File: src/rtl/apwm_pkg.sv
package apwm_pkg;

    // register and bus geometry
    localparam int REG_W  = 32;
    localparam int CTRL_W = 16;
    localparam int HALF_W = REG_W / 2;
    localparam int ADDR_W = 6;

    // byte offsets of the register window
    localparam logic [ADDR_W-1:0] OFS_PER_LIVE = 6'h08;
    localparam logic [ADDR_W-1:0] OFS_CMP_LIVE = 6'h0C;
    localparam logic [ADDR_W-1:0] OFS_PER_STG  = 6'h10;
    localparam logic [ADDR_W-1:0] OFS_CMP_STG  = 6'h14;
    localparam logic [ADDR_W-1:0] OFS_CTRL     = 6'h2A;

    // control bit positions
    localparam int CB_RUN  = 4;
    localparam int CB_SYNC = 6;
    localparam int CB_MODE = 9;
    localparam int CB_POL  = 10;

    localparam logic [CTRL_W-1:0] CTRL_MASK =
        CTRL_W'((1 << CB_RUN) | (3 << CB_SYNC) | (1 << CB_MODE) | (1 << CB_POL));

    typedef struct packed {
        logic [REG_W-1:0]  per;
        logic [REG_W-1:0]  cmp;
        logic [REG_W-1:0]  per_stg;
        logic [REG_W-1:0]  cmp_stg;
        logic              pend_per;
        logic              pend_cmp;
        logic [CTRL_W-1:0] ctrl;
    } apwm_regs_t;

endpackage

File: src/rtl/apwm_regfile.sv
module apwm_regfile
    import apwm_pkg::*;
(
    input  logic              clk,
    input  logic              rst_n,
    input  logic              wr,
    input  logic [ADDR_W-1:0] addr,
    input  logic [REG_W-1:0]  wdata,
    input  logic              wide,
    input  logic              boundary,
    output logic [REG_W-1:0]  per_live,
    output logic [REG_W-1:0]  cmp_live,
    output logic [CTRL_W-1:0] ctrl,
    output logic [REG_W-1:0]  rdata
);

    localparam int WORD_W = ADDR_W - 2;
    localparam logic [WORD_W-1:0] WD_PER  = OFS_PER_LIVE[ADDR_W-1:2];
    localparam logic [WORD_W-1:0] WD_CMP  = OFS_CMP_LIVE[ADDR_W-1:2];
    localparam logic [WORD_W-1:0] WD_PSTG = OFS_PER_STG[ADDR_W-1:2];
    localparam logic [WORD_W-1:0] WD_CSTG = OFS_CMP_STG[ADDR_W-1:2];
    localparam logic [WORD_W-1:0] WD_CTRL = OFS_CTRL[ADDR_W-1:2];

    apwm_regs_t regs_d, regs_q;

    logic [WORD_W-1:0] word;
    logic              hi_half;
    logic              acc_ok;
    logic              wr_ok;
    logic [REG_W-1:0]  rd_word;
    logic [CTRL_W-1:0] ctrl_wr;

    assign word    = addr[ADDR_W-1:2];
    assign hi_half = addr[1];
    assign acc_ok  = !addr[0] && (!wide || !addr[1]);
    assign wr_ok   = wr && acc_ok;
    assign ctrl_wr = wide ? wdata[REG_W-1:HALF_W] : wdata[CTRL_W-1:0];

    function automatic logic [REG_W-1:0] merge_wr(
        input logic [REG_W-1:0] old_v,
        input logic [REG_W-1:0] new_v,
        input logic             full,
        input logic             upper
    );
        logic [REG_W-1:0] r;
        if (full)
            r = new_v;
        else if (upper)
            r = {new_v[HALF_W-1:0], old_v[HALF_W-1:0]};
        else
            r = {old_v[REG_W-1:HALF_W], new_v[HALF_W-1:0]};
        return r;
    endfunction

    always_comb begin
        regs_d = regs_q;
        // staged values move on a wrap edge of a running counter
        if (boundary) begin
            if (regs_q.pend_per) begin
                regs_d.per      = regs_q.per_stg;
                regs_d.pend_per = 1'b0;
            end
            if (regs_q.pend_cmp) begin
                regs_d.cmp      = regs_q.cmp_stg;
                regs_d.pend_cmp = 1'b0;
            end
        end
        // bus writes win over the transfer
        if (wr_ok) begin
            unique case (word)
                WD_PER: begin
                    regs_d.per      = merge_wr(regs_d.per, wdata, wide, hi_half);
                    regs_d.pend_per = 1'b0;
                end
                WD_CMP: begin
                    regs_d.cmp      = merge_wr(regs_d.cmp, wdata, wide, hi_half);
                    regs_d.pend_cmp = 1'b0;
                end
                WD_PSTG: begin
                    regs_d.per_stg  = merge_wr(regs_q.per_stg, wdata, wide, hi_half);
                    regs_d.pend_per = 1'b1;
                end
                WD_CSTG: begin
                    regs_d.cmp_stg  = merge_wr(regs_q.cmp_stg, wdata, wide, hi_half);
                    regs_d.pend_cmp = 1'b1;
                end
                WD_CTRL: begin
                    if (wide || hi_half)
                        regs_d.ctrl = ctrl_wr & CTRL_MASK;
                end
                default: ;
            endcase
        end
    end

    always_ff @(posedge clk) begin
        if (!rst_n)
            regs_q <= '0;
        else
            regs_q <= regs_d;
    end

    always_comb begin
        unique case (word)
            WD_PER:  rd_word = regs_q.per;
            WD_CMP:  rd_word = regs_q.cmp;
            WD_PSTG: rd_word = regs_q.per_stg;
            WD_CSTG: rd_word = regs_q.cmp_stg;
            WD_CTRL: rd_word = {regs_q.ctrl, {HALF_W{1'b0}}};
            default: rd_word = '0;
        endcase
        if (!acc_ok)
            rdata = '0;
        else if (wide)
            rdata = rd_word;
        else if (hi_half)
            rdata = {{HALF_W{1'b0}}, rd_word[REG_W-1:HALF_W]};
        else
            rdata = {{HALF_W{1'b0}}, rd_word[HALF_W-1:0]};
    end

    assign per_live = regs_q.per;
    assign cmp_live = regs_q.cmp;
    assign ctrl     = regs_q.ctrl;

    logic wr_per_live;
    logic wr_cmp_live;
    assign wr_per_live = wr_ok && (word == WD_PER);
    assign wr_cmp_live = wr_ok && (word == WD_CMP);

    // without a wrap or a live write, the live period keeps its value
    p_live_stable_r10: assert property (@(posedge clk) disable iff (!rst_n)
        (!boundary && !wr_per_live) |=> $stable(regs_q.per));

    // a pending staged period lands on a wrap edge
    p_stage_xfer_r10: assert property (@(posedge clk) disable iff (!rst_n)
        (boundary && regs_q.pend_per && !wr_per_live) |=> (regs_q.per == $past(regs_q.per_stg)));

    // a full live-compare write lands at once and cancels the pending transfer
    p_direct_cmp_r11: assert property (@(posedge clk) disable iff (!rst_n)
        (wr_cmp_live && wide) |=> (regs_q.cmp == $past(wdata) && !regs_q.pend_cmp));

endmodule

File: src/rtl/apwm_counter.sv
module apwm_counter
    import apwm_pkg::*;
#(
    parameter int CNT_W = REG_W
) (
    input  logic             clk,
    input  logic             rst_n,
    input  logic             run,
    input  logic [CNT_W-1:0] period,
    output logic [CNT_W-1:0] count,
    output logic             boundary
);

    logic [CNT_W-1:0] cnt_d, cnt_q;
    logic [CNT_W:0]   cnt_inc;
    logic             wrap;

    assign cnt_inc  = {1'b0, cnt_q} + 1'b1;
    // the next count would reach the period (period 0 behaves like 1)
    assign wrap     = cnt_inc >= {1'b0, period};
    assign boundary = run && wrap;

    always_comb begin
        cnt_d = cnt_q;
        if (run)
            cnt_d = wrap ? '0 : cnt_inc[CNT_W-1:0];
    end

    always_ff @(posedge clk) begin
        if (!rst_n)
            cnt_q <= '0;
        else
            cnt_q <= cnt_d;
    end

    assign count = cnt_q;

    p_cnt_hold_r5: assert property (@(posedge clk) disable iff (!rst_n)
        !run |=> $stable(cnt_q));

    p_cnt_step_r5: assert property (@(posedge clk) disable iff (!rst_n)
        (run && !wrap) |=> (cnt_q == $past(cnt_q) + 1'b1));

    p_cnt_wrap_r6: assert property (@(posedge clk) disable iff (!rst_n)
        (run && wrap) |=> (cnt_q == '0));

endmodule

File: src/rtl/apwm_wave.sv
module apwm_wave
    import apwm_pkg::*;
#(
    parameter int CNT_W = REG_W
) (
    input  logic [CNT_W-1:0] count,
    input  logic [CNT_W-1:0] cmp,
    input  logic             mode,
    input  logic             pol,
    output logic             wave
);

    logic active;

    always_comb begin
        active = count < cmp;
        wave   = mode && (active ^ pol);
    end

endmodule

File: src/rtl/apwm_shadow.sv
module apwm_shadow
    import apwm_pkg::*;
(
    input  logic              clk,
    input  logic              rst_n,
    input  logic              bus_wr,
    input  logic [5:0]        bus_addr,
    input  logic [31:0]       bus_wdata,
    input  logic              bus_wide,
    output logic [31:0]       bus_rdata,
    output logic              pwm_out
);

    logic [REG_W-1:0]  per_live;
    logic [REG_W-1:0]  cmp_live;
    logic [CTRL_W-1:0] ctrl;
    logic [REG_W-1:0]  count;
    logic              boundary;

    apwm_regfile u_regs (
        .clk      (clk),
        .rst_n    (rst_n),
        .wr       (bus_wr),
        .addr     (bus_addr),
        .wdata    (bus_wdata),
        .wide     (bus_wide),
        .boundary (boundary),
        .per_live (per_live),
        .cmp_live (cmp_live),
        .ctrl     (ctrl),
        .rdata    (bus_rdata)
    );

    apwm_counter #(.CNT_W(REG_W)) u_cnt (
        .clk      (clk),
        .rst_n    (rst_n),
        .run      (ctrl[CB_RUN]),
        .period   (per_live),
        .count    (count),
        .boundary (boundary)
    );

    apwm_wave #(.CNT_W(REG_W)) u_wave (
        .count (count),
        .cmp   (cmp_live),
        .mode  (ctrl[CB_MODE]),
        .pol   (ctrl[CB_POL]),
        .wave  (pwm_out)
    );

    // mode cleared holds the pin low
    p_mode_low_r9: assert property (@(posedge clk) disable iff (!rst_n)
        !ctrl[CB_MODE] |-> !pwm_out);

    // first cycle out of reset the output is low
    p_reset_low_r1: assert property (@(posedge clk)
        !rst_n |=> !pwm_out);

endmodule

File: config.mk
export PLATFORM = sky130hd
export DESIGN_NAME = apwm_shadow
export DESIGN_NICKNAME = d
export VERILOG_FILES = /design/src/rtl/apwm_pkg.sv /design/src/rtl/apwm_regfile.sv /design/src/rtl/apwm_counter.sv /design/src/rtl/apwm_wave.sv /design/src/rtl/apwm_shadow.sv
export SDC_FILE = /design/constraint.sdc
export NUM_CORES = 1
export LEC_CHECK = 0
export BUFFER_PORTS_ARGS = -buffer_cell sky130_fd_sc_hd__buf_2
export CELL_PAD_IN_SITES_DETAIL_PLACEMENT = 2
export CELL_PAD_IN_SITES_GLOBAL_PLACEMENT = 2
export CORE_ASPECT_RATIO = 0.75
export CORE_MARGIN = 10
export CORE_UTILIZATION = 38
export DETAILED_ROUTE_END_ITERATION = 8
export HOLD_SLACK_MARGIN = 0.08
export MAX_ROUTING_LAYER = met4
export PLACE_DENSITY = 0.85
export SYNTH_ARGS = -nofsm -noshare
export SYNTH_HDL_FRONTEND = slang
export SYNTH_HIERARCHICAL = 1
export SYNTH_SLANG_ARGS = --single-unit
File: constraint.sdc
create_clock -name clk -period 5.4 [get_ports clk]
set_clock_uncertainty 0.2 [all_clocks]
set_input_delay 1.08 -clock clk [delete_from_list [all_inputs] [get_ports clk]]
set_output_delay 1.08 -clock clk [all_outputs]
set_load 0.01 [all_outputs]
==> results.toml, run 1 <==
[cts]
root_buffer = "clkbuf_16"
worstSkewPairLatency_ps = 470
cts_setup_buffers = 0
htree_levels = 4
clkTransAtPathRegs_ps = 80
cts_hold_buffers = 0
numClockSinks = 167
cts_buffer_depth = 2
cts_tree = "done"
cts_made_buffers = 17
cts-resized-gates = 0

[floorplanning]
start_util = 0.388
die_w_um = 220
die_h_um = 170
die_area_sq_mm = 0.0374
coreArea_sq_mm = 0.0293
rows = 54
io_pins = 75

[critical_path]
path_cells = "ha_1, and3_4, nand4_4, nor3_4, nand4_4, nor2_1, xor2_1, ha_1, a21oi_1, o21ai_0, a221o_1, a31oi_1, o31ai_4, o21ai_4, inv_1, nand2_1, buf_12, mux2i_1, o22ai_1, and2_1"
slowest_stage = "dfxtp_1"
r2r_start = "u_cnt/count[0]$_SDFFE_PN0P_"
crit_start = "u_cnt/count[0]$_SDFFE_PN0P_"
required_ps = 5570
crit_type = "reg2reg"
crit_arrival_ps = 5340
slowest_delay_ps = 440
crit_fanout = 32
endpoint = "u_regs/per_live[17]$_SDFF_PN0_"
reg2reg_to = "u_regs/per_live[17]$_SDFF_PN0_"
rrSetupSlack_ps = 230
endpoint_kind = "flip-flop"
rr_worst_depth = 20
start_kind = "flip-flop"

[finish]
final_common_cell = "nand2_1"
fin_util = 0.413
nNetsFinal = 1433
area_growth_pct = 6.42
fillers = 3307
final_cell_mix = "nand2_1 (193), dfxtp_1 (167), nand3_1 (112)"
drive_gt1_frac = 0.132

[hold_path]
hold_path_depth = 2
min_path_type = "reg2reg"

[sta]
tightest_slew_ps = 1120
maxSlewHeadroom = 0.252
hold_ws_ps = 286
finalCritPeriodShare = 0.958
final_hold_viol_count = 0
setup_violations = 0
rsz0062_at_grt = "no"
setup_tns_ps = 0
fmax_ghz = 0.193
slew_viol_final = 0
min_period_ps = 5170

[run_status]
status = "completed"

[power]
p_comb_frac = 0.074
p_int_uw = 2070
switching_share = 0.267
powerDensity_mw_per_mm2 = 233
p_clk_frac = 0.485
p_leak_uw = 0.00569
p_sw_uw = 753
power_frac_seq = 0.440
ir_drop_uv = 206

[global_route]
grt_overflow = 0
grt_max_degree = 96
grt_usage = 0.260
grt_pass1_vias = 11300
antenna_found_initial = 1
grt_pass1_wl_um = 72000

[logic_synthesis]
syn_area_sq_mm = 0.0114
syn-instance-count = 1363
avgSynthCellArea_sq_um = 8.35
yosysWarnings = 6
synth_fp_nets = 1469

[placed_design]
hpwlAfterDp_um = 33000
gp_congestion = 0.865
port_buffers = 74

[drt]
drt_iter0_markers = 900
dr.pass1.iters = 6
wire_per_inst_um = 27.5
vias_per_cell = 6.16
drc = 0
postRouteAntennaNets = 0
routed_wl_um = 47700
via_count = 10700

[job]
drv_cap = 0
[worst max-delay path: cells and delay by family, from the launching register on]
| family | cells | cell delay (ps) |
|---|---|---|
| compound gates | 7 | 1540 |
| simple gates | 7 | 1490 |
| xor+xnor | 1 | 190 |
| flops | 1 | 440 |
| mux | 1 | 280 |
| fa+ha+maj | 2 | 560 |
| buf+inv | 2 | 360 |
[sequential cells by signal (all words and copies together) (netlist names)]
register	flops
u_regs/regs_q	66
u_regs/cmp_live	32
u_regs/per_live	32
u_cnt/count	32
u_regs/ctrl	5
[metal layers]
| metal | global-route usage | part of all wire | vias up |
|---|---|---|---|
| met5 | - | 0 | - |
| met2 | 0.413 | 0.48 | 372 |
| met1 | 0.322 | 0.44 | 5504 |
| met4 | 0.0966 | 0.030 | 0 |
| li1 | - | - | 4719 |
| met3 | 0.0500 | 0.059 | 82 |
[worst min-delay path by stage]
stage                                         startpoint                        endpoint  slack (ps)
final                     u_regs/regs_q[59]$_SDFFE_PN0P_  u_regs/regs_q[59]$_SDFFE_PN0P_         290
after global routing      u_regs/regs_q[55]$_SDFFE_PN0P_  u_regs/regs_q[55]$_SDFFE_PN0P_         310
after CTS                 u_regs/regs_q[59]$_SDFFE_PN0P_  u_regs/regs_q[59]$_SDFFE_PN0P_         290
after detailed placement  u_regs/regs_q[59]$_SDFFE_PN0P_  u_regs/regs_q[59]$_SDFFE_PN0P_         270
after global placement    u_regs/regs_q[55]$_SDFFE_PN0P_  u_regs/regs_q[55]$_SDFFE_PN0P_         260
after floorplan           u_regs/regs_q[55]$_SDFFE_PN0P_  u_regs/regs_q[55]$_SDFFE_PN0P_         250
[power by group through the flow]
stage | clock (uW) | combinational (uW) | sequential [uW]
global placement | 0 | 194 | 1270
floorplan | 0 | 119 | 1270
detailed placement | 0 | 200 | 1270
CTS | 1390 | 203 | 1240
global route | 1440 | 219 | 1240
finish | 1370 | 210 | 1240
[area by class of cell]
class                      instances  area (sq um)  share of cell area
sequential                       167          3340               0.276
multi-input combinational        960          6730               0.556
clock buffer                      21           470              0.0388
clock inverter                    11           160              0.0132
tap                              392           490              0.0405
timing repair buffer             108           644              0.0532
antenna                            1          2.50            0.000207
inverter                          73           274              0.0226
[through the flow]
step	instances	area [sq um]	setup WS (ps)	power, uW
final	1733	12100	229	2820
after global routing	1733	12100	25.5	2900
after CTS	1732	12100	266	2830
after detailed placement	1700	11500	507	1470
after global placement	1700	11500	771	1470
after floorplan	1363	11400	808	1390
Note: power is estimated with default switching activity, not from simulation.
==> run 2, diff against run 1 <==
--- a/config.mk
+++ b/config.mk
@@ -5,7 +5,7 @@
 export SDC_FILE = /design/constraint.sdc
 export NUM_CORES = 1
 export LEC_CHECK = 0
-export BUFFER_PORTS_ARGS = -buffer_cell sky130_fd_sc_hd__buf_2
+export BUFFER_PORTS_ARGS = -buffer_cell sky130_fd_sc_hd__clkbuf_2
 export CELL_PAD_IN_SITES_DETAIL_PLACEMENT = 2
 export CELL_PAD_IN_SITES_GLOBAL_PLACEMENT = 2
 export CORE_ASPECT_RATIO = 0.75
==> results.toml, run 2 (synthesis gave the netlist of run 1 again) <==
[run_status]
status = "completed"

[sta]
finalCritPeriodShare = 0.945
fmax_ghz = 0.196
maxSlewHeadroom = 0.266
slew_viol_final = 0
final_hold_viol_count = 0
hold_ws_ps = 293
rsz0062_at_grt = "no"
tightest_slew_ps = 1100
setup_violations = 0
setup_tns_ps = 0
min_period_ps = 5100

[power]
ir_drop_uv = 209
p_clk_frac = 0.465
p_comb_frac = 0.076
switching_share = 0.279
p_int_uw = 1960
p_sw_uw = 756
power_frac_seq = 0.459
powerDensity_mw_per_mm2 = 225
p_leak_uw = 0.00560

[finish]
fillers = 3287
final_common_cell = "nand2_1"
nNetsFinal = 1425
drive_gt1_frac = 0.127
largest_reg_flops = 66
final_cells = 1724
n_antenna_cell = 0
area_growth_pct = 5.63
top_register = "u_regs/regs_q"
final_cell_mix = "nand2_1 (193), dfxtp_1 (167), nand3_1 (112)"

[critical_path]
reg2reg_to = "u_regs/cmp_live[19]$_SDFF_PN0_"
endpoint_kind = "flip-flop"
critical-path-top-delay-family = "compound AO/OA/AOI/OAI gates"
rr_worst_depth = 20
slowest_stage = "dfxtp_1"
r2r_start = "u_cnt/count[0]$_SDFFE_PN0P_"
crit_fanout = 32
required_ps = 5570
path_cells = "ha_1, and3_4, nand4_4, nor3_4, nand4_4, nor2_1, xor2_1, ha_1, a21oi_1, o21ai_0, a221o_1, a31oi_1, o31ai_4, o21ai_4, inv_1, nand2_1, buf_12, mux2i_1, o22ai_1, and2_1"
crit_type = "reg2reg"
crit_arrival_ps = 5270
slowest_delay_ps = 430
worst-path-stages = 20
rrSetupSlack_ps = 300
start_kind = "flip-flop"
crit_buf_inv = 2

[hold_path]
min-delay-start = "u_regs/regs_q[30]$_SDFFE_PN0P_"
min_to = "u_regs/regs_q[30]$_SDFFE_PN0P_"
min_path_type = "reg2reg"
hold_path_depth = 2

[floorplanning]
die_h_um = 170
start_util = 0.388
rows = 54
die_area_sq_mm = 0.0374
io_pins = 75
coreArea_sq_mm = 0.0293
die_w_um = 220

[drt]
via_count = 10700
vias_per_cell = 6.22
drc = 0
postRouteAntennaNets = 0
dr.pass1.iters = 7
drt_iter0_markers = 987
wire_per_inst_um = 27.1
routed_wl_um = 46700

[cts]
cts_setup_buffers = 0
cts_buffer_depth = 2
numClockSinks = 167
root_buffer = "clkbuf_16"
htree_levels = 4
cts_hold_buffers = 0
cts_tree = "done"
clkTransAtPathRegs_ps = 70
cts-resized-gates = 0
cts_made_buffers = 17
worstSkewPairLatency_ps = 470

[placed_design]
hpwlAfterDp_um = 32800
dpl.cell_count = 1692
gp_congestion = 0.895
port_buffers = 74

[global_route]
grt_pass1_vias = 11400
grt_usage = 0.257
grt_max_degree = 76
antenna_found_initial = 0
grt_overflow = 0
grt_pass1_wl_um = 71400

[job]
drv_cap = 0
## run 2: changes by cell type in the layout (fill, tap and decap cells not counted), moves of 2 or more
cell,change
clkinvlp_4,+2
clkbuf_8,-2
buf_4,-9
buf_12,+2
bufinv_16,-2
buf_2,-73
clkbuf_2,+73
## run 2: worst max-delay path by stage
stage / start / to / slack [ps]
2_1_floorplan: u_cnt/count[4]$_SDFFE_PN0P_ / u_regs/cmp_live[31]$_SDFF_PN0_ / 810
3_3_place_gp: u_cnt/count[0]$_SDFFE_PN0P_ / u_regs/per_live[31]$_SDFF_PN0_ / 780
3_5_place_dp: u_cnt/count[0]$_SDFFE_PN0P_ / u_regs/cmp_live[30]$_SDFF_PN0_ / 510
4_1_cts: u_cnt/count[0]$_SDFFE_PN0P_ / u_regs/per_live[17]$_SDFF_PN0_ / 420
5_1_grt: u_cnt/count[0]$_SDFFE_PN0P_ / u_regs/cmp_live[19]$_SDFF_PN0_ / 40
6_report: u_cnt/count[0]$_SDFFE_PN0P_ / u_regs/cmp_live[19]$_SDFF_PN0_ / 300
## run 2: power groups by stage
stage	sequential (uW)	combinational, uW	clock, uW
2_1_floorplan	1270	119	0
3_3_place_gp	1270	192	0
3_5_place_dp	1270	199	0
4_1_cts	1240	201	1280
5_1_grt	1240	217	1340
6_report	1240	207	1260
## run 2: final cells by class
cell class                      instances  area (sq um)  share of cell area
Timing Repair Buffer                  100           606              0.0504
Sequential cell                       167          3340               0.278
Clock buffer                           19           443              0.0368
Tap cell                              392           490              0.0408
Clock inverter                         13           139              0.0115
Multi-Input combinational cell        960          6730               0.560
Inverter                               73           274              0.0228
## run 2: worst reg2reg max path, stage by stage (launching register included)
cell     delay (ps)
dfxtp_1         430
ha_1            290
and3_4          250
nand4_4         170
nor3_4          300
nand4_4         190
nor2_1          190
xor2_1          190
ha_1            280
a21oi_1         170
o21ai_0         110
a221o_1         410
a31oi_1         260
o31ai_4         240
o21ai_4         200
inv_1           110
nand2_1         120
buf_12          250
mux2i_1         310
o22ai_1         120
and2_1          220
## run 2: stage by stage
| stage | total power [uW] | worst slack (ps) | area [sq um] | util |
|---|---|---|---|---|
| floorplan | 1390 | 808 | 11400 | - |
| global placement | 1460 | 777 | 11400 | 0.390 |
| detailed placement | 1470 | 510 | 11400 | 0.390 |
| CTS | 2720 | 417 | 12000 | 0.410 |
| global route | 2800 | 37.2 | 12000 | 0.410 |
| finish | 2710 | 299 | 12000 | 0.410 |
## run 2: layer usage
metal  routed length [um]  track usage
met5                    0            -
met4                 1650        0.100
met3                 2960       0.0535
met2                21800        0.403
met1                20400        0.319
